==> src/rtl/bod_sleep_pkg.sv <==
package bod_sleep_pkg;
  typedef struct packed {
    logic stb;
    logic kill;
    logic unlock;
  } reg_wr_t;

  function automatic logic is_open_cmd(reg_wr_t w);
    return w.stb && w.kill && w.unlock;
  endfunction

  function automatic logic is_arm_cmd(reg_wr_t w);
    return w.stb && w.kill && !w.unlock;
  endfunction

  function automatic logic is_abort_cmd(reg_wr_t w);
    return w.stb && !w.kill && !w.unlock;
  endfunction
endpackage

==> src/rtl/bod_unlock_win.sv <==
module bod_unlock_win
  import bod_sleep_pkg::*;
#(
  parameter int UNLOCK_WIN = 4
) (
  input  logic    clk,
  input  logic    rst_n,
  input  reg_wr_t wr,
  output logic    open,
  output logic    accept
);
  localparam int CW = $clog2(UNLOCK_WIN + 1);
  localparam logic [CW-1:0] WIN_LOAD = CW'(UNLOCK_WIN);

  logic [CW-1:0] cnt_q;

  assign open   = (cnt_q != '0);
  assign accept = open && is_arm_cmd(wr);

  always_ff @(posedge clk) begin
    if (!rst_n) begin
      cnt_q <= '0;
    end else if (is_open_cmd(wr)) begin
      cnt_q <= WIN_LOAD;
    end else if (accept || (open && is_abort_cmd(wr))) begin
      cnt_q <= '0;
    end else if (open) begin
      cnt_q <= cnt_q - 1'b1;
    end
  end

  AST_WIN_BOUND: assert property (@(posedge clk) disable iff (!rst_n)
    cnt_q <= WIN_LOAD);
  AST_ABORT_CLOSES: assert property (@(posedge clk) disable iff (!rst_n)
    (open && is_abort_cmd(wr)) |=> !open);
  AST_OPEN_LOADS: assert property (@(posedge clk) disable iff (!rst_n)
    is_open_cmd(wr) |=> open);
endmodule

==> src/rtl/bod_arm_timer.sv <==
module bod_arm_timer #(
  parameter int ARM_DLY  = 3,
  parameter int LIVE_LEN = 3
) (
  input  logic clk,
  input  logic rst_n,
  input  logic arm,
  output logic kill_bit,
  output logic effective
);
  localparam int TOTAL = ARM_DLY + LIVE_LEN;
  localparam int AW = $clog2(TOTAL + 1);
  localparam logic [AW-1:0] AGE_LAST = AW'(TOTAL);
  localparam logic [AW-1:0] AGE_ARM  = AW'(ARM_DLY);

  logic [AW-1:0] age_q;

  assign kill_bit  = (age_q != '0);
  assign effective = (age_q > AGE_ARM);

  always_ff @(posedge clk) begin
    if (!rst_n) begin
      age_q <= '0;
    end else if (arm) begin
      age_q <= AW'(1);
    end else if (age_q == AGE_LAST) begin
      age_q <= '0;
    end else if (age_q != '0) begin
      age_q <= age_q + 1'b1;
    end
  end

  AST_ARM_SETS: assert property (@(posedge clk) disable iff (!rst_n)
    arm |=> kill_bit);
  AST_NOT_EARLY: assert property (@(posedge clk) disable iff (!rst_n)
    arm |=> !effective);
  AST_EFF_IMPLIES_SET: assert property (@(posedge clk) disable iff (!rst_n)
    effective |-> kill_bit);
  AST_SELF_CLEAR: assert property (@(posedge clk) disable iff (!rst_n)
    (age_q == AGE_LAST && !arm) |=> !kill_bit);
endmodule

==> src/rtl/bod_sleep_gate.sv <==
module bod_sleep_gate (
  input  logic clk,
  input  logic rst_n,
  input  logic effective,
  input  logic sleep_req,
  input  logic wake,
  output logic det_off
);
  logic off_q;

  assign det_off = off_q;

  always_ff @(posedge clk) begin
    if (!rst_n) begin
      off_q <= 1'b0;
    end else if (off_q && wake) begin
      off_q <= 1'b0;
    end else if (sleep_req && effective) begin
      off_q <= 1'b1;
    end
  end

  AST_OFF_NEEDS_EFFECT: assert property (@(posedge clk) disable iff (!rst_n)
    $rose(off_q) |-> $past(sleep_req && effective));
  AST_WAKE_WINS: assert property (@(posedge clk) disable iff (!rst_n)
    (off_q && wake) |=> !off_q);
  AST_OFF_HOLDS: assert property (@(posedge clk) disable iff (!rst_n)
    (off_q && !wake) |=> off_q);
endmodule

==> src/rtl/bod_sleep_off.sv <==
module bod_sleep_off
  import bod_sleep_pkg::*;
#(
  parameter int UNLOCK_WIN = 4,
  parameter int ARM_DLY    = 3,
  parameter int LIVE_LEN   = 3
) (
  input  logic clk,
  input  logic rst_n,
  input  logic wr_stb,
  input  logic wr_kill,
  input  logic wr_unlock,
  input  logic sleep_req,
  input  logic wake,
  output logic rd_kill,
  output logic rd_unlock,
  output logic det_off
);
  reg_wr_t wr;
  logic    win_open;
  logic    arm;
  logic    eff;

  assign wr = '{stb: wr_stb, kill: wr_kill, unlock: wr_unlock};

  bod_unlock_win #(.UNLOCK_WIN(UNLOCK_WIN)) u_win (
    .clk(clk), .rst_n(rst_n), .wr(wr), .open(win_open), .accept(arm)
  );

  bod_arm_timer #(.ARM_DLY(ARM_DLY), .LIVE_LEN(LIVE_LEN)) u_timer (
    .clk(clk), .rst_n(rst_n), .arm(arm), .kill_bit(rd_kill), .effective(eff)
  );

  bod_sleep_gate u_gate (
    .clk(clk), .rst_n(rst_n), .effective(eff), .sleep_req(sleep_req),
    .wake(wake), .det_off(det_off)
  );

  assign rd_unlock = win_open;

  AST_ARM_CONSUMES: assert property (@(posedge clk) disable iff (!rst_n)
    (arm && !is_open_cmd(wr)) |=> (rd_kill && !rd_unlock));
  AST_LOCKED_IGNORE: assert property (@(posedge clk) disable iff (!rst_n)
    (!rd_unlock && !rd_kill && wr_stb && wr_kill && !wr_unlock) |=> !rd_kill);
endmodule

==> config.mk <==
export PLATFORM = sky130hd
export DESIGN_NAME = bod_sleep_off
export DESIGN_NICKNAME = d
export VERILOG_FILES = /design/src/rtl/bod_sleep_pkg.sv /design/src/rtl/bod_unlock_win.sv /design/src/rtl/bod_arm_timer.sv /design/src/rtl/bod_sleep_gate.sv /design/src/rtl/bod_sleep_off.sv
export SDC_FILE = /design/constraint.sdc
export NUM_CORES = 1
export LEC_CHECK = 0
export BUFFER_PORTS_ARGS = -buffer_cell sky130_fd_sc_hd__buf_2
export CAP_MARGIN = 20
export CORE_AREA = 2 2 39 41
export CTS_CLUSTER_DIAMETER = 200
export DETAILED_ROUTE_END_ITERATION = 12
export DIE_AREA = 0 0 41 43
export GPL_ROUTABILITY_DRIVEN = 0
export PLACE_DENSITY = 0.62
export RECOVER_POWER = 50
export SETUP_SLACK_MARGIN = 0.15
export SLEW_MARGIN = 25
export SYNTH_ARGS = -nofsm -noshare
export SYNTH_HDL_FRONTEND = slang
export SYNTH_HIERARCHICAL = 1
export SYNTH_SLANG_ARGS = --single-unit
export TNS_END_PERCENT = 10
==> constraint.sdc <==
create_clock -name clk -period 2 [get_ports clk]
set_input_delay 0.3 -clock clk [delete_from_list [all_inputs] [get_ports clk]]
set_output_delay 0.3 -clock clk [all_outputs]
set_load 0.05 [all_outputs]
## Yosys cells after proc, flatten, opt, wreduce, memory -nomap -nowiden

Cells that the tools add are included.

| cells by class | value |
|---|---|
| $add $sub $neg | 2 |
| magnitude comparators | 1 |
| eq/ne operators | 1 |
| multiplexer cells | 6 |
| bitwise logic cells | 1 |
| reductions and logical operators | 19 |

Operators with widths:

| kind | number |
|---|---|
| nonzero test 3 bit | 4 |
| logical AND 1 bit | 9 |
| 2-to-1 mux 3 bit | 3 |
| OR reduction 3 bit | 2 |
| adder 3 x 1 -> 3 bit, second input constant | 1 |
| == test 3 bit, second input constant | 1 |
| > comparator 3 x 2 -> 1 bit, second input constant | 1 |
| 2-to-1 mux 1 bit | 3 |
| subtractor 3 x 1 -> 3 bit, second input constant | 1 |
| zero test 1 bit | 2 |
| OR reduction 2 bit | 1 |
| logical OR 1 bit | 1 |
| NOT 1 bit | 1 |

| storage, ports and cells | value |
|---|---|
| register bits | 7 |
| input port bits | 7 |
| logic and storage cells | 35 |

## Longest topological paths before layout

Gate-level depths: netlist (run 1).

| logic depth | value |
|---|---|
| depth after elaboration | 7 |
| mapped depth | 7 |
| depth with buffers taken out | 7 |

## Hierarchy

Netlist (run 1), hierarchy kept.

Modules (own cells, without submodules):

| module | times used | cells an instance | area each (um^2) | seq. area each (um^2) |
|---|---|---|---|---|
| bod_arm_timer | 1 | 22 | 207.7 | 60.1 |
| bod_unlock_win | 1 | 24 | 193.9 | 60.1 |
| bod_sleep_gate | 1 | 4 | 37.5 | 20.0 |

## Worst setup path before layout (run 1)

Ideal clock, no wire load.

| timing path | value |
|---|---|
| path type | register to register |
| from | register u_win.cnt_q[0] |
| to | register u_timer.age_q[2] |
| arrival time | 1.438 ns |
| path slack | 0.449 ns |
| cell stages (with the launch flop) | 8 |
| buffers on the path | 0 |
| clock period less this slack | 1.551 ns |
| cells stage by stage | dfxtp_1 > inv_1 > ha_1 > nand2b_1 > nand3_1 > nor2_1 > nand2b_1 > nor3_1 |

| between the ends | value |
|---|---|
| longest elaborated chain between the ends | 3 |

Ends and longest elaborated chain:

| item | RTL line | source |
|---|---|---|
| from (decl) | bod_unlock_win.sv:15 | `logic [CW-1:0] cnt_q;` |
| from (signal assigned) | bod_unlock_win.sv:28 | `cnt_q <= cnt_q - 1'b1;` |
| nonzero test 3 bit | bod_unlock_win.sv:17 | `assign open = (cnt_q != '0);` |
| net rd_unlock | bod_sleep_off.sv:16 | `output logic rd_unlock,` |
| logical AND 1 bit | bod_unlock_win.sv:18 | `assign accept = open && is_arm_cmd(wr);` |
| net arm | bod_sleep_off.sv:21 | `logic arm;` |
| OR reduction 3 bit (no line) | n/a |  |
| to (signal assigned) | bod_arm_timer.sv:29 | `age_q <= age_q + 1'b1;` |
| to (decl) | bod_arm_timer.sv:16 | `logic [AW-1:0] age_q;` |

The timed path passes the listed nets, and every way through them passes these cells.
A chain may end at the register's enable or synchronous reset.

## Final worst setup path (run 1)

| timing path | value |
|---|---|
| from | register u_win.cnt_q[0] |
| to | output port rd_unlock |

| between the ends | value |
|---|---|
| longest elaborated chain between the ends | 1 |

Ends and longest elaborated chain:

| item | RTL line |
|---|---|
| nonzero test 3 bit | bod_unlock_win.sv:17 |
| to (decl) | bod_sleep_off.sv:16 |

No other way between the ends.

==> results of run 1 <==
how the worst min path moves through the flow:
stage	end
after floorplan	u_gate/det_off
after global placement	u_gate/det_off
after detailed placement	u_gate/det_off
after CTS	u_gate/det_off
after global routing	u_gate/det_off
final	u_gate/det_off
worst max-delay path, stage by stage (launching register included):
cell and delay (ns):
dfxtp_1 0.30, inv_1 0.06, ha_1 0.22, nand2b_1 0.17, buf_2 0.30
flip-flops by register name (all words and copies together), names as in the netlist:
name            count
u_gate/det_off      1
u_timer/age_q       3
u_win/cnt_q         3
layout make-up:
class                   count  area [sq um]  share of cell area, %
clock buffers               4         26.28                  5.000
multi-input cells          36         269.0                  51.19
repair buffers              9         43.79                  8.333
inverters                   7         26.28                  5.000
well taps                  16         20.02                  3.810
flip-flops and latches      7         140.1                  26.67
logic make-up (layout without fill, tap and decap cells):
group / Yosys count / after routing / share of synthesized area [%]
and+or+nand+nor: 18 / 18 / 22.79
AOI/OAI and AO/OA: 8 / 8 / 11.97
DFF: 7 / 7 / 31.91
buffers and inverters: 7 / 20 / 5.984
adders and majority gates: 6 / 6 / 17.09
muxes: 3 / 3 / 8.261
xor gates and xnor gates: 1 / 1 / 1.995
per-stage QoR:
| stage | hold WS, ns | instance area, sq um | util [%] | instances | power, uW |
|---|---|---|---|---|---|
| global route | 0.2703 | 525.5 | 37.97 | 79 | 794.5 |
| floorplan | 0.3957 | 439.2 | - | 50 | 535.7 |
| detailed placement | 0.4571 | 504.2 | 36.44 | 75 | 611.7 |
| finish | 0.2476 | 525.5 | 37.97 | 79 | 722.8 |
| global placement | 0.4481 | 504.2 | 36.44 | 75 | 609.9 |
| CTS | 0.2271 | 530.5 | 38.34 | 79 | 742.1 |
where the power goes:
group	internal, uW	total (uW)	switching [uW]
logic	154	400	246
clock network	75.8	124	47.8
registers	177	199	21.2
cells in the mapped netlist:
library cell | number | share of area (%)
xnor2_1 | 1 | 2.0
mux2_4 | 1 | 3.4
nand4b_1 | 1 | 2.0
nand3b_1 | 1 | 1.7
nor2_1 | 2 | 1.7
nand2b_1 | 4 | 5.7
a31oi_1 | 1 | 1.4
dfxtp_1 | 7 | 32
nor3_1 | 1 | 1.1
a21oi_1 | 3 | 3.4
ha_1 | 6 | 17
mux2i_1 | 1 | 2.3
and2_1 | 1 | 1.4
o211a_1 | 1 | 2.3
mux2_2 | 1 | 2.6
nor2b_1 | 1 | 1.4
nand2_1 | 4 | 3.4
o221ai_1 | 1 | 2.0
o21ai_1 | 1 | 1.1
nand3_1 | 2 | 2.3
inv_1 | 7 | 6.0
o21a_1 | 1 | 1.7
or3b_1 | 1 | 2.0
routing by layer:
layer  vias up  track usage [%]  share of wire, %
met5         -                0                 0
met4         0            4.000                 0
met3         0            3.141               4.4
met2         8            15.63                47
met1       162            13.27                48
li1        196                -                 -
==> impl_metrics.tcl, run 1 <==
set metrics [dict create \
    status "completed" \
    finClkSkew_ns 0.003301 \
    vias_per_cell 4.633 \
    drive_gt1_share_pct 19.05 \
    start_util_pct 31.74 \
    ys_ff_latch 7 \
    hold_viol 0 \
    fin_ws_ns 0.3940 \
    synth_area_sq_um 439.2 \
    cts_tree "done" \
    worstSetupEndpointType "output pin" \
    die_area_sq_mm 0.001763 \
    tns_ns 0 \
    clockRootBuffer "clkbuf_4" \
    drc 0 \
    drtIter0Drc 3 \
    grt_pass1_vias 347 \
    pin_count 10 \
    cts-buffers-inserted 3 \
    dieWidth_um 41 \
    n_fill_cell 138 \
    crit_start "u_win/cnt_q[0]" \
    max_cap_violations 0 \
    clk_pin_slew_ns 0.05 \
    drtPass1Iterations 4 \
    final_cell_mix "buf_2 (8), dfxtp_1 (7), inv_1 (7)" \
    r2r-end "u_win/cnt_q[1]" \
    worst_slew_pin_slew_ns 0.5905 \
    power_density_mw_per_mm2 1375 \
    worstPathArrival_ns 1.31 \
    clk_latency_ns 0.24 \
    syn_to_final_growth_pct 19.66 \
    cp_max_fo 5 \
    synth.distinct_cells 23 \
    cts_hold_buf 0 \
    maxSlewHeadroom_pct 60.80 \
    yosys_warnings 6 \
    rows 14 \
    synth_nets 63 \
    antenna_left 0 \
    core-area_sq_mm 0.001384 \
    hold_class "in -> reg" \
    p_leak_uw 0.0002441 \
    worstSetupStartpointType "flip-flop" \
    r2r-start "u_win/cnt_q[0]" \
    cts.sinks 7 \
    clk_path_buf_depth 2 \
    syn_avg_cell_area_sq_um 8.783 \
    r2r_slack_ns 0.65 \
    grtUsageTotal_pct 10.36 \
    htree_levels 1 \
    ys_seq_area_share_pct 31.91 \
    vias 366 \
    pre_cts_ws_ns 0.6525 \
    totalWireLength_um 678 \
    vdd_ir_drop_max_v 0.0009645 \
    period_minus_slack_ns 1.606 \
    num_antenna_cells 0 \
    critical_path_required_ns 1.70 \
    timing.final.crit_share_pct 80.30 \
    gr-total-overflow 0 \
    wire_per_inst_um 8.582 \
    antenna_found_initial 0 \
    port_buffers 9 \
    worstSetupEndpoint "rd_unlock" \
    final_common_cell "buf_2" \
    hold_path_startpoint "wake" \
    cts_setup_buffers 0 \
    ctsResizeCount 0 \
    setup_viol 0 \
    grt_max_degree 6 \
    die_y_um 43 \
    r2r_cells 5 \
    holdPathStages 2 \
    final_nets 77 \
    maxSlewViolCount 0 \
    rsz0062_at_grt "false" \
    worstSetupPathType "reg -> out" \
    grt_pass1_wl_um 1283 \
    synthCells 50 \
    hpwl_um 564.7 \
    max_freq_mhz 622.7 \
]
No activity file was read; power rests on OpenSTA's default activity.
==> inputs of run 2 (changes only) <==
==> constraint.sdc (replaced) <==
create_clock -name clk -period 1.7 [get_ports clk]
set_input_delay 0.255 -clock clk [delete_from_list [all_inputs] [get_ports clk]]
set_output_delay 0.255 -clock clk [all_outputs]
set_load 0.05 [all_outputs]
==> run 2 against run 1 <==
Die area unchanged. Largest power group unchanged. Largest cell class unchanged. Critical endpoint unchanged. Worst hold slack worse by 0.032 ns. Critical path depth stayed put. Routed wire length rose by 6.5%.
==> impl_metrics.tcl, run 2 (synthesis results as in run 1) <==
set metrics [dict create \
    status "completed" \
    cts_tree "done" \
    vias_per_cell 4.810 \
    syn_to_final_growth_pct 23.36 \
    clkPwrFrac_pct 16.1 \
    rsz0062_at_grt "true" \
    clk_pin_slew_ns 0.05 \
    worstPathArrival_ns 1.22 \
    clk_path_buf_depth 2 \
    grt_max_degree 6 \
    final_common_cell "inv_1" \
    die_area_sq_mm 0.001763 \
    wire_per_inst_um 9.139 \
    start_util_pct 31.74 \
    num_antenna_cells 0 \
    setup_viol 0 \
    crit_family "buffers and inverters" \
    die_y_um 43 \
    vdd_ir_drop_max_v 0.0009119 \
    core-area_sq_mm 0.001384 \
    r2r-start "u_win/cnt_q[0]" \
    p_sw_uw 384.7 \
    min_to "u_gate/det_off" \
    port_buffers 9 \
    worstSetupEndpointType "output pin" \
    sw_frac_of_total_pct 42.46 \
    r2r_cells 5 \
    worst_slew_pin_slew_ns 0.5872 \
    holdPathStages 2 \
    totalWireLength_um 722 \
    dieWidth_um 41 \
    total_power_uw 906.1 \
    power.internal_uw 521.4 \
    hold_viol 0 \
    power_density_mw_per_mm2 1673 \
    combPwrFrac_pct 57.9 \
    cts.sinks 7 \
    timing.final.crit_share_pct 86.95 \
    r2r_slack_ns 0.31 \
    drive_gt1_share_pct 23.81 \
    worstSetupStartpointType "flip-flop" \
    period_minus_slack_ns 1.478 \
    htree_levels 1 \
    worst-path-buf-inv 2 \
    sequentialPowerShare_pct 25.9 \
    p_leak_uw 0.0002515 \
    vias 380 \
    grt_pass1_vias 364 \
    crit_path_max_incr_delay_ns 0.30 \
    crit_chain "inv_1, ha_1, nand2b_2, clkbuf_4" \
    hold_path_startpoint "wake" \
    rows 14 \
    final_cell_mix "inv_1 (7), buf_2 (6), dfxtp_1 (6), ha_1 (6)" \
    maxSlewViolCount 0 \
    r2r-end "u_win/cnt_q[1]" \
    drc 0 \
    tns_ns 0 \
    hold_class "in -> reg" \
    max_cap_violations 0 \
    ctsResizeCount 1 \
    finClkSkew_ns 0.0009257 \
    max_freq_mhz 676.5 \
    cts-buffers-inserted 3 \
    drtPass1Iterations 5 \
    critical_path_required_ns 1.44 \
    clk_latency_ns 0.24 \
    pin_count 10 \
    worstSetupPathType "reg -> out" \
    cp_max_fo 5 \
    cts_setup_buffers 0 \
    cts_hold_buf 0 \
    antenna_found_initial 0 \
    gr-total-overflow 0 \
    critPathSlowestCell "dfxtp_1" \
    clockRootBuffer "clkbuf_4" \
    drtIter0Drc 5 \
    antenna_left 0 \
    grt_pass1_wl_um 1324 \
    grtUsageTotal_pct 10.97 \
    final_nets 77 \
    maxSlewHeadroom_pct 61.02 \
    hpwl_um 610.6 \
]
-- run 2: per-layer routing --
layer | up-vias | global-route usage, % | wire length (um)
met5 | - | 0 | 0
met4 | 0 | 6.000 | 0
met3 | 0 | 3.141 | 32
met2 | 8 | 17.81 | 368
met1 | 174 | 11.97 | 322
li1 | 198 | - | -
-- run 2: area by class of cell --
class	count	area [sq um]
fill	147	842.1
multi-input combinational	36	275.3
sequential	7	141.4
timing repair buffer	9	52.55
clock buffer	4	26.28
inverter	7	26.28
tap	16	20.02
-- run 2: worst max-delay path by stage --
stage / from / end / slack [ns] / depth (start not counted)
global route: u_win/cnt_q[1] / rd_unlock / 0.14 / 4
finish: u_win/cnt_q[0] / rd_unlock / 0.22 / 4
CTS: u_win/cnt_q[0] / rd_unlock / 0.17 / 4
floorplan: u_timer/age_q[0] / u_timer/age_q[0] / 0.26 / 5
detailed placement: u_win/cnt_q[0] / u_win/cnt_q[1] / 0.33 / 5
global placement: u_win/cnt_q[0] / u_win/cnt_q[1] / 0.35 / 5
-- run 2: power by group through the flow --
stage          clock [uW]  combinational [uW]  sequential [uW]
2_1_floorplan           0                 407              233
3_3_place_gp            0                 497              237
3_5_place_dp            0                 501              238
4_1_cts               156                 512              234
5_1_grt               165                 571              242
6_report              146                 525              235
-- run 2: stage by stage --
step	worst slack, ns	instance area (sq um)	hold WS (ns)	util (%)	cells
global route	0.1441	541.8	0.2238	39.15	79
CTS	0.1731	535.5	0.1841	38.70	79
detailed placement	0.3294	506.7	0.4491	36.62	75
global placement	0.3527	506.7	0.4426	36.62	75
finish	0.2218	541.8	0.2160	39.15	79
floorplan	0.2580	441.7	0.3507	-	50
==> inputs of run 3 (changes only) <==
--- a/config.mk
+++ b/config.mk
@@ -14,6 +14,7 @@
 export GPL_ROUTABILITY_DRIVEN = 0
 export PLACE_DENSITY = 0.62
 export RECOVER_POWER = 50
+export REMOVE_ABC_BUFFERS = 1
 export SETUP_SLACK_MARGIN = 0.15
 export SLEW_MARGIN = 25
 export SYNTH_ARGS = -nofsm -noshare
==> constraint.sdc (replaced) <==
create_clock -name clk -period 1.7 [get_ports clk]
set_input_delay 0 -clock clk [delete_from_list [all_inputs] [get_ports clk]]
set_output_delay 0 -clock clk [all_outputs]
set_load 0.05 [all_outputs]
==> run 3 against run 2 <==
Worst setup slack improved by 0.12 ns. Critical path depth is 1 higher. First-iteration DRC count shrank 60%. Largest cell class unchanged. Core utilization fell by 0.45 points. Flip-flop and latch count stayed put. Combinational power fell by 9.5%.
==> impl_metrics.tcl, run 3 (synthesis results as in run 1) <==
set metrics [dict create \
    drtPass1Iterations 2 \
    hold_class "in -> reg" \
    clk_latency_ns 0.25 \
    cts.sinks 7 \
    setup_viol 0 \
    worstPathArrival_ns 1.55 \
    vias 363 \
    total_power_uw 857.2 \
    totalWireLength_um 693 \
    start_util_pct 31.74 \
    final_nets 78 \
    ctsResizeCount 0 \
    cp_max_fo 3 \
    cts_tree "done" \
    grt_pass1_wl_um 1207 \
    clockRootBuffer "clkbuf_4" \
    wire_per_inst_um 8.663 \
    critical_path_required_ns 1.89 \
    hold_viol 0 \
    drc 0 \
    max_cap_violations 0 \
    rows 14 \
    clk_path_buf_depth 2 \
    drive_gt1_share_pct 18.75 \
    antenna_left 0 \
    whs_ns 0.01903 \
    htree_levels 1 \
    worstSetupEndpointType "flip-flop" \
    clk_pin_slew_ns 0.05 \
    max_freq_mhz 738.8 \
    tns_ns 0 \
    grt_pass1_vias 340 \
    cts-buffers-inserted 3 \
    hpwl_um 571.2 \
    cts_hold_buf 1 \
    finClkSkew_ns 0.002398 \
    dieWidth_um 41 \
    maxSlewViolCount 0 \
    final_cell_mix "buf_2 (8), dfxtp_1 (7), inv_1 (7)" \
    port_buffers 9 \
    die_y_um 43 \
    period_minus_slack_ns 1.354 \
    syn_to_final_growth_pct 21.94 \
    worst_slew_pin_slew_ns 0.5893 \
    grtUsageTotal_pct 10.09 \
    gr-total-overflow 0 \
    vdd_ir_drop_max_v 0.0008162 \
    rsz0062_at_grt "false" \
    worstSetupPathType "reg -> reg" \
    worstSetupStartpointType "flip-flop" \
    grt_max_degree 6 \
    cts_setup_buffers 0 \
    maxSlewHeadroom_pct 60.88 \
    status "completed" \
    drtIter0Drc 2 \
    timing.final.crit_share_pct 79.62 \
    final_common_cell "buf_2" \
    p_leak_uw 0.0002482 \
    antenna_found_initial 0 \
    power_density_mw_per_mm2 1601 \
    pin_count 10 \
    vias_per_cell 4.538 \
    die_area_sq_mm 0.001763 \
    core-area_sq_mm 0.001384 \
    num_antenna_cells 0 \
]
==> run 3: changes by cell type in the layout (fill, tap and decap cells not counted) <==
cell,before,now
dfxtp_2,1,0
mux2_4,1,0
buf_2,6,8
nand2b_1,3,4
dfxtp_1,6,7
buf_6,1,0
mux2_1,0,1
clkbuf_4,4,3
dlygate4sd3_1,0,1
nand2b_2,1,0
==> run 3: power breakdown <==
group	switching, uW	total [uW]	internal, uW
clock	58.3	148	89.4
sequential	25.6	234	209
combinational	292	475	183
total	376	857	481
==> run 3: area by class of cell <==
type | count | area, sq um
inverter | 7 | 26.28
tap | 16 | 20.02
fill | 141 | 848.3
timing repair buffer | 10 | 53.80
clock buffer | 4 | 26.28
sequential | 7 | 140.1
multi-input combinational | 36 | 269.0
==> run 3: per-stage QoR <==
step / cells / setup WS (ns) / area, sq um / utilization, %
floorplan: 50 / 0.1489 / 439.2 / -
global placement: 75 / 0.3759 / 504.2 / 36.44
detailed placement: 75 / 0.3530 / 504.2 / 36.44
CTS: 80 / 0.3301 / 540.5 / 39.06
global route: 80 / 0.2194 / 535.5 / 38.70
finish: 80 / 0.3464 / 535.5 / 38.70
==> run 3: worst max-delay path, cell delays in order (launching register included) <==
cell and delay [ns]:
dfxtp_1 0.29, inv_1 0.09, ha_1 0.19, or3b_1 0.35, a31oi_1 0.20, o211a_1 0.16
==> run 3: worst paths after layout <==
| path | from | slack (ns) | cells after the start | endpoint |
|---|---|---|---|---|
| setup / recovery | u_win/cnt_q[0] | 0.35 | 5 | u_win/cnt_q[1] |
| hold reg to reg | u_gate/det_off | 0.48 | 2 | u_gate/det_off |
| hold / removal | rst_n | 0.02 | 2 | u_timer/age_q[0] |
| setup reg to reg | u_win/cnt_q[0] | 0.35 | 5 | u_win/cnt_q[1] |
==> run 3: routing by layer <==
layer / global-route usage, % / up-vias / routed length (um)
met4: 6.000 / 0 / 14
li1: - / 198 / -
met2: 14.37 / 8 / 298
met5: 0 / - / 0
met3: 3.141 / 2 / 32
met1: 12.75 / 155 / 348
